<file path="src/rtl/eeptr_pkg.sv">
package eeptr_pkg;

    // Field widths of the memory address
    localparam int BANK_W = 3;                  // bank number from the select byte
    localparam int WORD_W = 8;                  // word address byte
    localparam int OFS_W  = 5;                  // byte offset inside a page
    localparam int ADDR_W = BANK_W + WORD_W;    // full byte address
    localparam int PAGE_W = ADDR_W - OFS_W;     // page number width

    typedef logic [ADDR_W-1:0] addr_t;
    typedef logic [BANK_W-1:0] bank_t;
    typedef logic [WORD_W-1:0] word_t;
    typedef logic [OFS_W-1:0]  ofs_t;
    typedef logic [PAGE_W-1:0] page_t;

    // One operation per cycle; loads outrank steps
    typedef enum logic [1:0] {
        OP_HOLD      = 2'd0,
        OP_LOAD      = 2'd1,
        OP_STEP_PAGE = 2'd2,
        OP_STEP_FULL = 2'd3
    } ptr_op_e;

    // Which fields a load cycle replaces
    typedef struct packed {
        logic take_bank;
        logic take_word;
    } load_sel_t;

    // Write step: page number frozen, offset wraps inside the page
    function automatic addr_t step_in_page(input addr_t a);
        page_t pg;
        ofs_t  of;
        pg = a[ADDR_W-1:OFS_W];
        of = ofs_t'(a[OFS_W-1:0] + 1'b1);
        return {pg, of};
    endfunction

    // Read step: whole address wraps at the top of the memory
    function automatic addr_t step_whole(input addr_t a);
        return addr_t'(a + 1'b1);
    endfunction

endpackage

</file>
<file path="src/rtl/eeptr_ctrl.sv">
module eeptr_ctrl
    import eeptr_pkg::*;
(
    input  logic      bank_ld,
    input  logic      word_ld,
    input  logic      step,
    input  logic      step_rd,
    output ptr_op_e   op,
    output load_sel_t ld_sel
);

    always_comb begin
        ld_sel.take_bank = bank_ld;
        ld_sel.take_word = word_ld;
        if (bank_ld || word_ld) begin
            op = OP_LOAD;
        end else if (step) begin
            op = step_rd ? OP_STEP_FULL : OP_STEP_PAGE;
        end else begin
            op = OP_HOLD;
        end
    end

endmodule

</file>
<file path="src/rtl/eeptr_next.sv">
module eeptr_next
    import eeptr_pkg::*;
(
    input  addr_t     cur,
    input  ptr_op_e   op,
    input  load_sel_t ld_sel,
    input  bank_t     bank_in,
    input  word_t     word_in,
    output addr_t     nxt
);

    addr_t loaded;
    addr_t src;

    // Per-bit field merge for a load: each bit picks new or kept value
    assign src = {bank_in, word_in};
    for (genvar b = 0; b < ADDR_W; b++) begin : g_merge
        if (b >= WORD_W) begin : g_bank
            assign loaded[b] = ld_sel.take_bank ? src[b] : cur[b];
        end else begin : g_word
            assign loaded[b] = ld_sel.take_word ? src[b] : cur[b];
        end
    end

    always_comb begin
        unique case (op)
            OP_LOAD:      nxt = loaded;
            OP_STEP_PAGE: nxt = step_in_page(cur);
            OP_STEP_FULL: nxt = step_whole(cur);
            default:      nxt = cur;
        endcase
    end

endmodule

</file>
<file path="src/rtl/eeptr_reg.sv">
module eeptr_reg
    import eeptr_pkg::*;
(
    input  logic  clk,
    input  logic  rst,
    input  logic  en,
    input  addr_t d,
    output addr_t q
);

    always_ff @(posedge clk) begin
        if (rst) begin
            q <= '0;
        end else if (en) begin
            q <= d;
        end
    end

endmodule

</file>
<file path="src/rtl/eeprom_addr_ptr.sv">
module eeprom_addr_ptr
    import eeptr_pkg::*;
(
    input  logic              clk,
    input  logic              rst,
    input  logic              bank_ld,
    input  logic [BANK_W-1:0] bank_in,
    input  logic              word_ld,
    input  logic [WORD_W-1:0] word_in,
    input  logic              step,
    input  logic              step_rd,
    output logic [ADDR_W-1:0] addr
);

    ptr_op_e   op;
    load_sel_t ld_sel;
    addr_t     cur;
    addr_t     nxt;

    eeptr_ctrl i_ctrl (
        .bank_ld (bank_ld),
        .word_ld (word_ld),
        .step    (step),
        .step_rd (step_rd),
        .op      (op),
        .ld_sel  (ld_sel)
    );

    eeptr_next i_next (
        .cur     (cur),
        .op      (op),
        .ld_sel  (ld_sel),
        .bank_in (bank_in),
        .word_in (word_in),
        .nxt     (nxt)
    );

    eeptr_reg i_reg (
        .clk (clk),
        .rst (rst),
        .en  (op != OP_HOLD),
        .d   (nxt),
        .q   (cur)
    );

    assign addr = cur;

endmodule

</file>
<file path="config.mk">
export PLATFORM = sky130hd
export DESIGN_NAME = eeprom_addr_ptr
export DESIGN_NICKNAME = d
export VERILOG_FILES = /design/src/rtl/eeptr_pkg.sv /design/src/rtl/eeptr_ctrl.sv /design/src/rtl/eeptr_next.sv /design/src/rtl/eeptr_reg.sv /design/src/rtl/eeprom_addr_ptr.sv
export SDC_FILE = /design/constraint.sdc
export NUM_CORES = 1
export LEC_CHECK = 0
export ABC_AREA = 1
export BUFFER_PORTS_ARGS = -buffer_cell sky130_fd_sc_hd__buf_2
export CAP_MARGIN = 20
export CORE_UTILIZATION = 40
export CTS_CLUSTER_DIAMETER = 40
export DETAILED_ROUTE_END_ITERATION = 8
export PLACE_DENSITY = 0.72
export SLEW_MARGIN = 10
export SYNTH_ARGS = -nofsm -noshare
export SYNTH_HDL_FRONTEND = slang
export SYNTH_SLANG_ARGS = --single-unit
</file>
<file path="constraint.sdc">
create_clock -name clk -period 1.35 [get_ports clk]
set_clock_uncertainty 0.1 [all_clocks]
set_input_delay 0.0675 -clock clk [delete_from_list [all_inputs] [get_ports clk]]
set_output_delay 0.0675 -clock clk [all_outputs]
set_load 0.005 [all_outputs]
</file>
# Word level (Yosys, flattened, before mapping)

Cells that the tools add are included.

Register bits after elaboration: 11
Logic and storage cells: 33
Output and inout port bits: 11
Bits of input ports: 17

Add/sub/neg operators: 2
Multiplexer cells: 15
Reduce and logical (&&, ||, !) cells: 7
Bitwise operators: 1
Eq/ne operators: 5

Operator list:

| cell                                                                   | number |
|---|---|
| 11-bit one-hot mux with 3 select lines                                 | 1 |
| 1-bit 2-to-1 mux                                                       | 12 |
| 11-bit by 1-bit adder with 11-bit output (second input constant)       | 1 |
| 4-bit AND reduction                                                    | 2 |
| 5-bit by 1-bit adder with 5-bit output (second input constant)         | 1 |
| 2-bit equality test (second input constant)                            | 2 |
| 2-bit 2-to-1 mux                                                       | 2 |
| 2-bit inequality test (second input constant)                          | 2 |
| 2-bit nonzero test                                                     | 2 |
| 3-bit AND reduction                                                    | 1 |
| 3-bit nonzero test                                                     | 1 |
| 2-bit by 1-bit equality test with 1-bit output (second input constant) | 1 |
| 1-bit logical OR                                                       | 1 |
| 1-bit inverter                                                         | 1 |

# Longest topological paths before layout

Gate-level depths: netlist (run 1).

Word-level depth: 6
Depth in mapped cells: 8
Depth with buffers taken out: 8

# Modules after synthesis

Synthesis (run 1) repeated with hierarchy kept, for this count alone.

Cells, all modules: 190
Area, all modules: 1,084.8 µm²

Modules (own cells, without submodules):

| module          | times used | cells each | sequential area each (µm²) | area each (µm²) |
|---|---|---|---|---|
| eeptr_next      | 1          | 108        | 0.0                        | 570.5 |
| eeptr_reg       | 1          | 70         | 220.2                      | 457.9 |
| eeptr_ctrl      | 1          | 9          | 0.0                        | 45.0 |
| eeprom_addr_ptr | 1          | 3          | 0.0                        | 11.3 |

# Least setup slack after synthesis (run 1)

OpenSTA, ideal clock, no wires.

Path kind: register to register
Start: register i_reg.q[1]
End: register i_reg.q[6]
Library setup time: 0.122 ns
Data required time: 1.128 ns
Cell stages (with the launch flop): 9
Setup slack: -0.019 ns
Period minus slack after synthesis: 1.369 ns
Path buffers: 0
Arrival: 1.147 ns
Cell sequence: dfxtp_1 ha_1 nand3_2 nor2_2 nand2_1 nand2_1 nand2_1 nand2_1 a21oi_2

Cells in the longest elaborated chain, start to end: 2

RTL lines:

| item                                     | RTL line         | RTL |
|---|---|---|
| start, declared                          | eeptr_reg.sv:8   | `output addr_t q` |
| start signal, assigned                   | eeptr_reg.sv:13  | `q <= '0;` |
| start signal, assigned                   | eeptr_reg.sv:15  | `q <= d;` |
| 11-bit by 1-bit adder with 11-bit output | eeptr_pkg.sv:41  | `return addr_t'(a + 1'b1);` |
| 11-bit one-hot mux with 3 select lines   | eeptr_next.sv:26 | `unique case (op)` |

No other way between the ends.
A chain may end at the register's enable or synchronous reset.

# Final worst setup path (run 1)

Start: register i_reg.q[2]
End: register i_reg.q[5]

Same word-level chain as after synthesis.

==> reports/results.tsv, run 1 <==
stage	metric	value	unit
run_status	result of the run	finished clean	
place	placed insts	186	
pwr	largest voltage drop on the vdd net	0.0003740	V
yosys	parity-gate share of the synthesized area counting xor and xnor cells	1.036	%
pwr	switching power	265.0	uW
place	HPWL after detailed placement	1540	um
cts	cell at the root of the clock tree	sky130_fd_sc_hd__clkbuf_4	
yosys	sequential-to-total area share from yosys stat	26.04	%
yosys	cells after synthesis	130	
yosys	area fraction in and, or, nand and nor cells after synthesis	42.75	%
yosys	yosys warns	0	
sta	final setup violation count	0	
die	DIE AREA	0.002303	mm2
drt	Routed WL	2209	um
place	routability cong.	0.8500	
global_route	number of antenna violations at the first check in global routing	0	
cts	number of clock buffers inserted by TritonCTS	3	
global_route	via count of the first global-routing pass	746	
yosys	synthesized area per cell	6.506	um2
final_layout	final instance area	0.001137	mm2
die	Vert. Die Dim	47.99	um
die	# rows	16	
place	DP Worst Slack	0.08387	ns
final_layout	non-filler instance count after layout	196	
final_layout	Largest regs	i_reg.q (11)	
global_route	GRT overflow	0	
sta	post-route setup TNS	0	ns
job	max-capacitance violation count	0	
yosys	Mapped Nets	148	
yosys	combinational family with the most area after synthesis	simple AND/OR/NAND/NOR gates	
pwr	power per standard cell area	724.8	mW/mm2
sta	FMAX	749.4	MHz
pwr	share of total power consumed by net switching	32.15	%
pwr	internal power of the cells	559.3	uW
sta	final critical-path setup slack	0.01568	ns
final_layout	final net count	188	
setup_path	kind of critical path	flop to flop	
final_layout	layout cells sized above 1	33.73	%
final_layout	post-layout utilization of the core	57.39	%
pwr	part of the power in registers	46.1	%
die	placeable core region	0.001982	mm2
drt	Routed WL per cell	11.27	um
global_route	pin count of the biggest net entering global routing	10	
drt	via count normalized by instance count	4.898	
final_layout	signed area change from the synthesized netlist to the final layout	34.47	%
yosys	compound-cell area share of the yosys netlist	15.83	%
global_route	global routing usage summed across all routing layers	19.46	%
setup_path	data arrival time at the worst-slack endpoint	1.44	ns
cts	buffers inserted during post-CTS setup optimization	0	
pwr	fraction of power consumed by combinational cells	25.4	%
yosys	multiplexer share of the synthesized area	0	%
cts	CTS Sinks	11	
sta	Fin. Hold Viols	0	
sta	clock period minus worst slack	1.334	ns
pwr	Clock power frac	28.5	%
final_layout	Filler Cells Inserted	194	
global_route	global-route wire length before repair	3139	um
final_layout	most common library cell in the layout ignoring fill and taps	sky130_fd_sc_hd__nand2_1	
die	chip width	47.99	um
final_layout	most frequent cells in the layout	sky130_fd_sc_hd__nand2_1, sky130_fd_sc_hd__buf_2, sky130_fd_sc_hd__inv_1	
sta	period utilization	98.84	%
drt	Antenna Violating Nets Remaining	0	
place	Area after DPL	0.001025	mm2
final_layout	register with the most flip-flops	i_reg.q	
yosys	number of different library cells in the post-synthesis netlist	24	
cts	clock tree from TritonCTS	built	
drt	router iterations before antenna repair	4	
sta	pins over their slew limit	0	
drt	vias after detailed routing	960	
final_layout	flip-flop count of the largest register, all copies and words added	11	
sta	headroom to the max-slew limit	79.76	%
setup_path	startpoint type of the worst setup path	flop	
yosys	post-synthesis instance area	845.8	um2
cts	total number of H-tree levels	1	
setup_path	category of the worst setup path capture point	flop	
cts	buffer levels on the longest clock path	2	
hold_path	Hold Path Class	input port to flop	
die	Starting Density	42.68	%
drt	count of unresolved DRC violations after routing	0	
pwr	leakage power figure	0.0005689	uW
drt	Iter 0 DRT Violations	20	
yosys	fraction of the mapped netlist area in adder cells	1.479	%
place	Buffers on Ports	27	
setup_path	Worst Path Required	1.45	ns
sta	actual transition at the worst max-transition pin	0.3032	ns
yosys	number of flip-flops and latches in the synthesized netlist	11	
die	Top-Level Pins	28	
setup_path	maximum fanout encountered on the critical timing path	5	
cts	clock slew at reported path FFs	0.08	ns
final_layout	Antenna Diode Count	0	
cts	worst skew pair latency	0.27	ns
==> worst paths after layout <==
path / startpoint / to / slack, ns / cells after the start
setup / recovery: i_reg.q[2] / i_reg.q[5] / 0.02 / 4
hold reg to reg: i_reg.q[3] / i_reg.q[3] / 0.47 / 2
setup reg to reg: i_reg.q[2] / i_reg.q[5] / 0.02 / 4
hold / removal: word_in[7] / i_reg.q[7] / 0.01 / 5
==> cell type report <==
cell class	count	area (um2)	area share, %
clock buffers	4	26.28	2.310
inverters	21	86.33	7.591
multi-input cells	96	541.8	47.63
flip-flops and latches	11	224.0	19.69
well taps	27	33.78	2.970
repair buffers	37	225.2	19.80
==> cells in the mapped netlist (all sizes together) <==
master | instances | area [um2]
xor2 | 1 | 8.760
a21o | 1 | 7.510
nand2 | 45 | 186.4
ha | 1 | 12.51
buf | 2 | 22.52
nor2 | 10 | 76.32
inv | 21 | 86.33
nand4 | 3 | 18.77
nand3 | 14 | 80.08
dfxtp | 11 | 220.2
o21ai | 9 | 45.04
a31oi | 3 | 18.77
a21oi | 8 | 55.05
o21bai | 1 | 7.510
==> repair_timing <==
item                                    4_1_cts  5_1_grt
hold endpoints to repair                      6        0
gates resized for setup                       0        6
hold buffers                                  6        0
endpoints found under the setup margin        0        3
==> stage by stage <==
stage	hold WS, ns	power, uW
after floorplan	0.02994	496.3
after global placement	0.1913	566.9
after detailed placement	0.1961	572.9
after CTS	0.01431	824.0
after global routing	0.03131	877.4
final	0.01409	824.4
==> cell families after synthesis <==
kind of cell,after synthesis
DFF,11
and+or+nand+nor,72
adders and majority gates,1
AOI/OAI and AO/OA,22
xor gates and xnor gates,1
buffers and inverters,23
==> critical path, stage by stage, from the launching register on <==
cell	delay, ns
sky130_fd_sc_hd__dfxtp_1	0.50
sky130_fd_sc_hd__nand4_1	0.18
sky130_fd_sc_hd__o21ai_0	0.24
sky130_fd_sc_hd__nand3_1	0.10
sky130_fd_sc_hd__a21oi_1	0.14
==> layer usage <==
metal / up-vias / wire length [um] / track usage [%]
met4: 0 / 37 / 6.667
met2: 37 / 1077 / 32.97
met3: 5 / 101 / 1.132
li1: 496 / - / -
met1: 422 / 992 / 26.07
met5: - / 0 / 0
==> power by group through the flow <==
stage	clock [uW]	sequential (uW)	combinational [uW]
global route	258	384	235
CTS	244	374	206
floorplan	0	383	114
finish	235	380	209
global placement	0	380	187
detailed placement	0	382	191
Note: power is estimated with default switching activity, not from simulation.
==> run 2, diff against run 1 <==
- BUFFER_PORTS_ARGS: -buffer_cell sky130_fd_sc_hd__buf_2 -> default
- DONT_BUFFER_PORTS: default -> 1
- PLACE_DENSITY: 0.72 -> 0.6
==> run 2 against run 1 <==
Compared with the run above:
- total power decreased by 2.0%
- maximum frequency grew 4.0%
- core utilization increased by 0.063 points
- wire length shrank 7.5%
- first-iteration DRC count down 10%
- register-to-register slack improved by 0.09 ns
- global-route usage up 0.094 points
- clock-buffer cell count unchanged
- worst hold slack improved by 0.0019 ns
- sequential cell count stayed put
- via count shrank 5.7%
- critical endpoint is now i_reg.q[1]
- largest power group unchanged
==> reports/results.tsv, run 2 (synthesis gave the netlist of run 1 again) <==
stage	metric	value	unit
run_status	result of the run	finished clean	
sta	pins over their slew limit	0	
sta	RSZ-0062 raised after global routing	no	
sta	actual transition at the worst max-transition pin	0.2546	ns
drt	Routed WL per cell	11.04	um
sta	FMAX	779.6	MHz
final_layout	Antenna Diode Count	0	
sta	clock period minus worst slack	1.283	ns
drt	via count normalized by instance count	4.892	
sta	Fin. Hold Viols	0	
drt	Iter 0 DRT Violations	18	
drt	Antenna Violating Nets Remaining	0	
drt	Routed WL	2043	um
sta	period utilization	95.01	%
die	chip width	47.99	um
drt	vias after detailed routing	905	
cts	buffers inserted during post-CTS setup optimization	0	
final_layout	register with the most flip-flops	i_reg.q	
final_layout	most common library cell in the layout ignoring fill and taps	sky130_fd_sc_hd__nand2_1	
setup_path	kind of critical path	input port to flop	
job	max-capacitance violation count	0	
die	Top-Level Pins	28	
die	placeable core region	0.001982	mm2
drt	router iterations before antenna repair	4	
final_layout	signed area change from the synthesized netlist to the final layout	34.62	%
cts	total number of H-tree levels	1	
cts	cell at the root of the clock tree	sky130_fd_sc_hd__clkbuf_4	
pwr	power per standard cell area	709.7	mW/mm2
drt	count of unresolved DRC violations after routing	0	
setup_path	source of the critical timing path	word_in[1]	
global_route	via count of the first global-routing pass	702	
cts	worst skew pair latency	0.27	ns
global_route	global-route wire length before repair	3008	um
global_route	global routing usage summed across all routing layers	19.56	%
place	HPWL after detailed placement	1522	um
cts	clock tree from TritonCTS	built	
place	Area after DPL	912.1	um2
final_layout	final net count	177	
die	DIE AREA	0.002303	mm2
cts	CTS Sinks	11	
final_layout	most frequent cells in the layout	sky130_fd_sc_hd__nand2_1, sky130_fd_sc_hd__dlygate4sd3_1, sky130_fd_sc_hd__inv_1	
final_layout	layout cells sized above 1	18.99	%
final_layout	final instance area	0.001139	mm2
sta	headroom to the max-slew limit	83.01	%
pwr	leakage power figure	0.0005140	uW
place	Buffers on Ports	0	
setup_path	number of cells on the worst reg-to-reg path	6	
cts	number of clock buffers inserted by TritonCTS	3	
pwr	largest voltage drop on the vdd net	0.0003590	V
hold_path	Hold Path Class	input port to flop	
hold_path	hold depth	5	
die	Starting Density	42.68	%
place	routability cong.	0.8646	
setup_path	startpoint of the worst-slack reg-to-reg timing path	i_reg.q[0]	
setup_path	startpoint type of the worst setup path	input port	
global_route	pin count of the biggest net entering global routing	10	
cts	buffer levels on the longest clock path	2	
die	Vert. Die Dim	47.99	um
setup_path	setup slack on the worst flop-to-flop path	0.11	ns
sta	final setup violation count	0	
setup_path	Worst Path Required	1.43	ns
final_layout	Largest regs	i_reg.q (11)	
global_route	number of antenna violations at the first check in global routing	0	
global_route	GRT overflow	0	
hold_path	hold_sp	bank_ld	
final_layout	flip-flop count of the largest register, all copies and words added	11	
setup_path	data arrival time at the worst-slack endpoint	1.36	ns
setup_path	maximum fanout encountered on the critical timing path	1	
die	# rows	16	
setup_path	category of the worst setup path capture point	flop	
cts	clock slew at reported path FFs	0.08	ns
sta	post-route setup TNS	0	ns
-- run 2: cell types whose count changed in the layout (fill, tap and decap cells not counted), sizes merged --
cell         delta
buf            -24
dlygate4sd3    +13
-- run 2: area by class of cell --
| type | instances | area [um2] |
|---|---|---|
| Inverter | 21 | 86.33 |
| Sequential cell | 11 | 220.2 |
| Multi-Input combinational cell | 96 | 529.3 |
| Tap cell | 27 | 33.78 |
| Fill cell | 186 | 843.3 |
| Clock buffer | 4 | 26.28 |
| Timing Repair Buffer | 26 | 242.7 |
-- run 2: path summary, 6_finish.rpt --
check | to
worst max register to register | i_reg.q[4]
worst max-delay path | i_reg.q[1]
worst min register to register | i_reg.q[10]
worst min-delay path | i_reg.q[2]
-- run 2: routing by layer --
metal	global-route usage [%]	part of all wire (%)	vias to the layer above
met2	29.73	45	24
met5	0	0	-
li1	-	-	473
met4	8.333	1.7	0
met1	26.28	49	404
met3	4.528	3.9	4
-- run 2: stage by stage --
stage	utilization, %	hold slack, ns	total power, uW	std cells	worst slack, ns
finish	57.45	0.01601	808.1	185	0.06736
global route	57.45	0.03087	856.9	185	0.005541
CTS	56.94	0.006119	814.7	185	0.07484
detailed placement	46.02	0.03148	527.3	162	0.1250
global placement	46.02	0.03117	525.8	162	0.1376
floorplan	-	0.02994	496.3	130	0.004702
-- run 2: worst max-delay path: stages --
cell	delay, ns
sky130_fd_sc_hd__dlygate4sd3_1	0.53
sky130_fd_sc_hd__nand2_1	0.05
sky130_fd_sc_hd__dlygate4sd3_1	0.54
sky130_fd_sc_hd__nand3_1	0.08
sky130_fd_sc_hd__nand2_1	0.05
sky130_fd_sc_hd__inv_1	0.04
-- run 2: timing repair --
item                       in CTS  in global routing
hold buffers                   19                  0
hold endpoints to repair       11                  0
setup endpoints to repair       0                  1
gates resized for setup         0                  2
-- run 2: power by group --
| part | total (uW) | leakage [uW] | switching [uW] | internal, uW |
|---|---|---|---|---|
| sequential | 376 | 0.0000911 | 28.1 | 348 |
| clock | 235 | 0.0000150 | 120 | 115 |
| combinational | 197 | 0.000408 | 103 | 94.8 |
| total | 808 | 0.000514 | 251 | 557 |
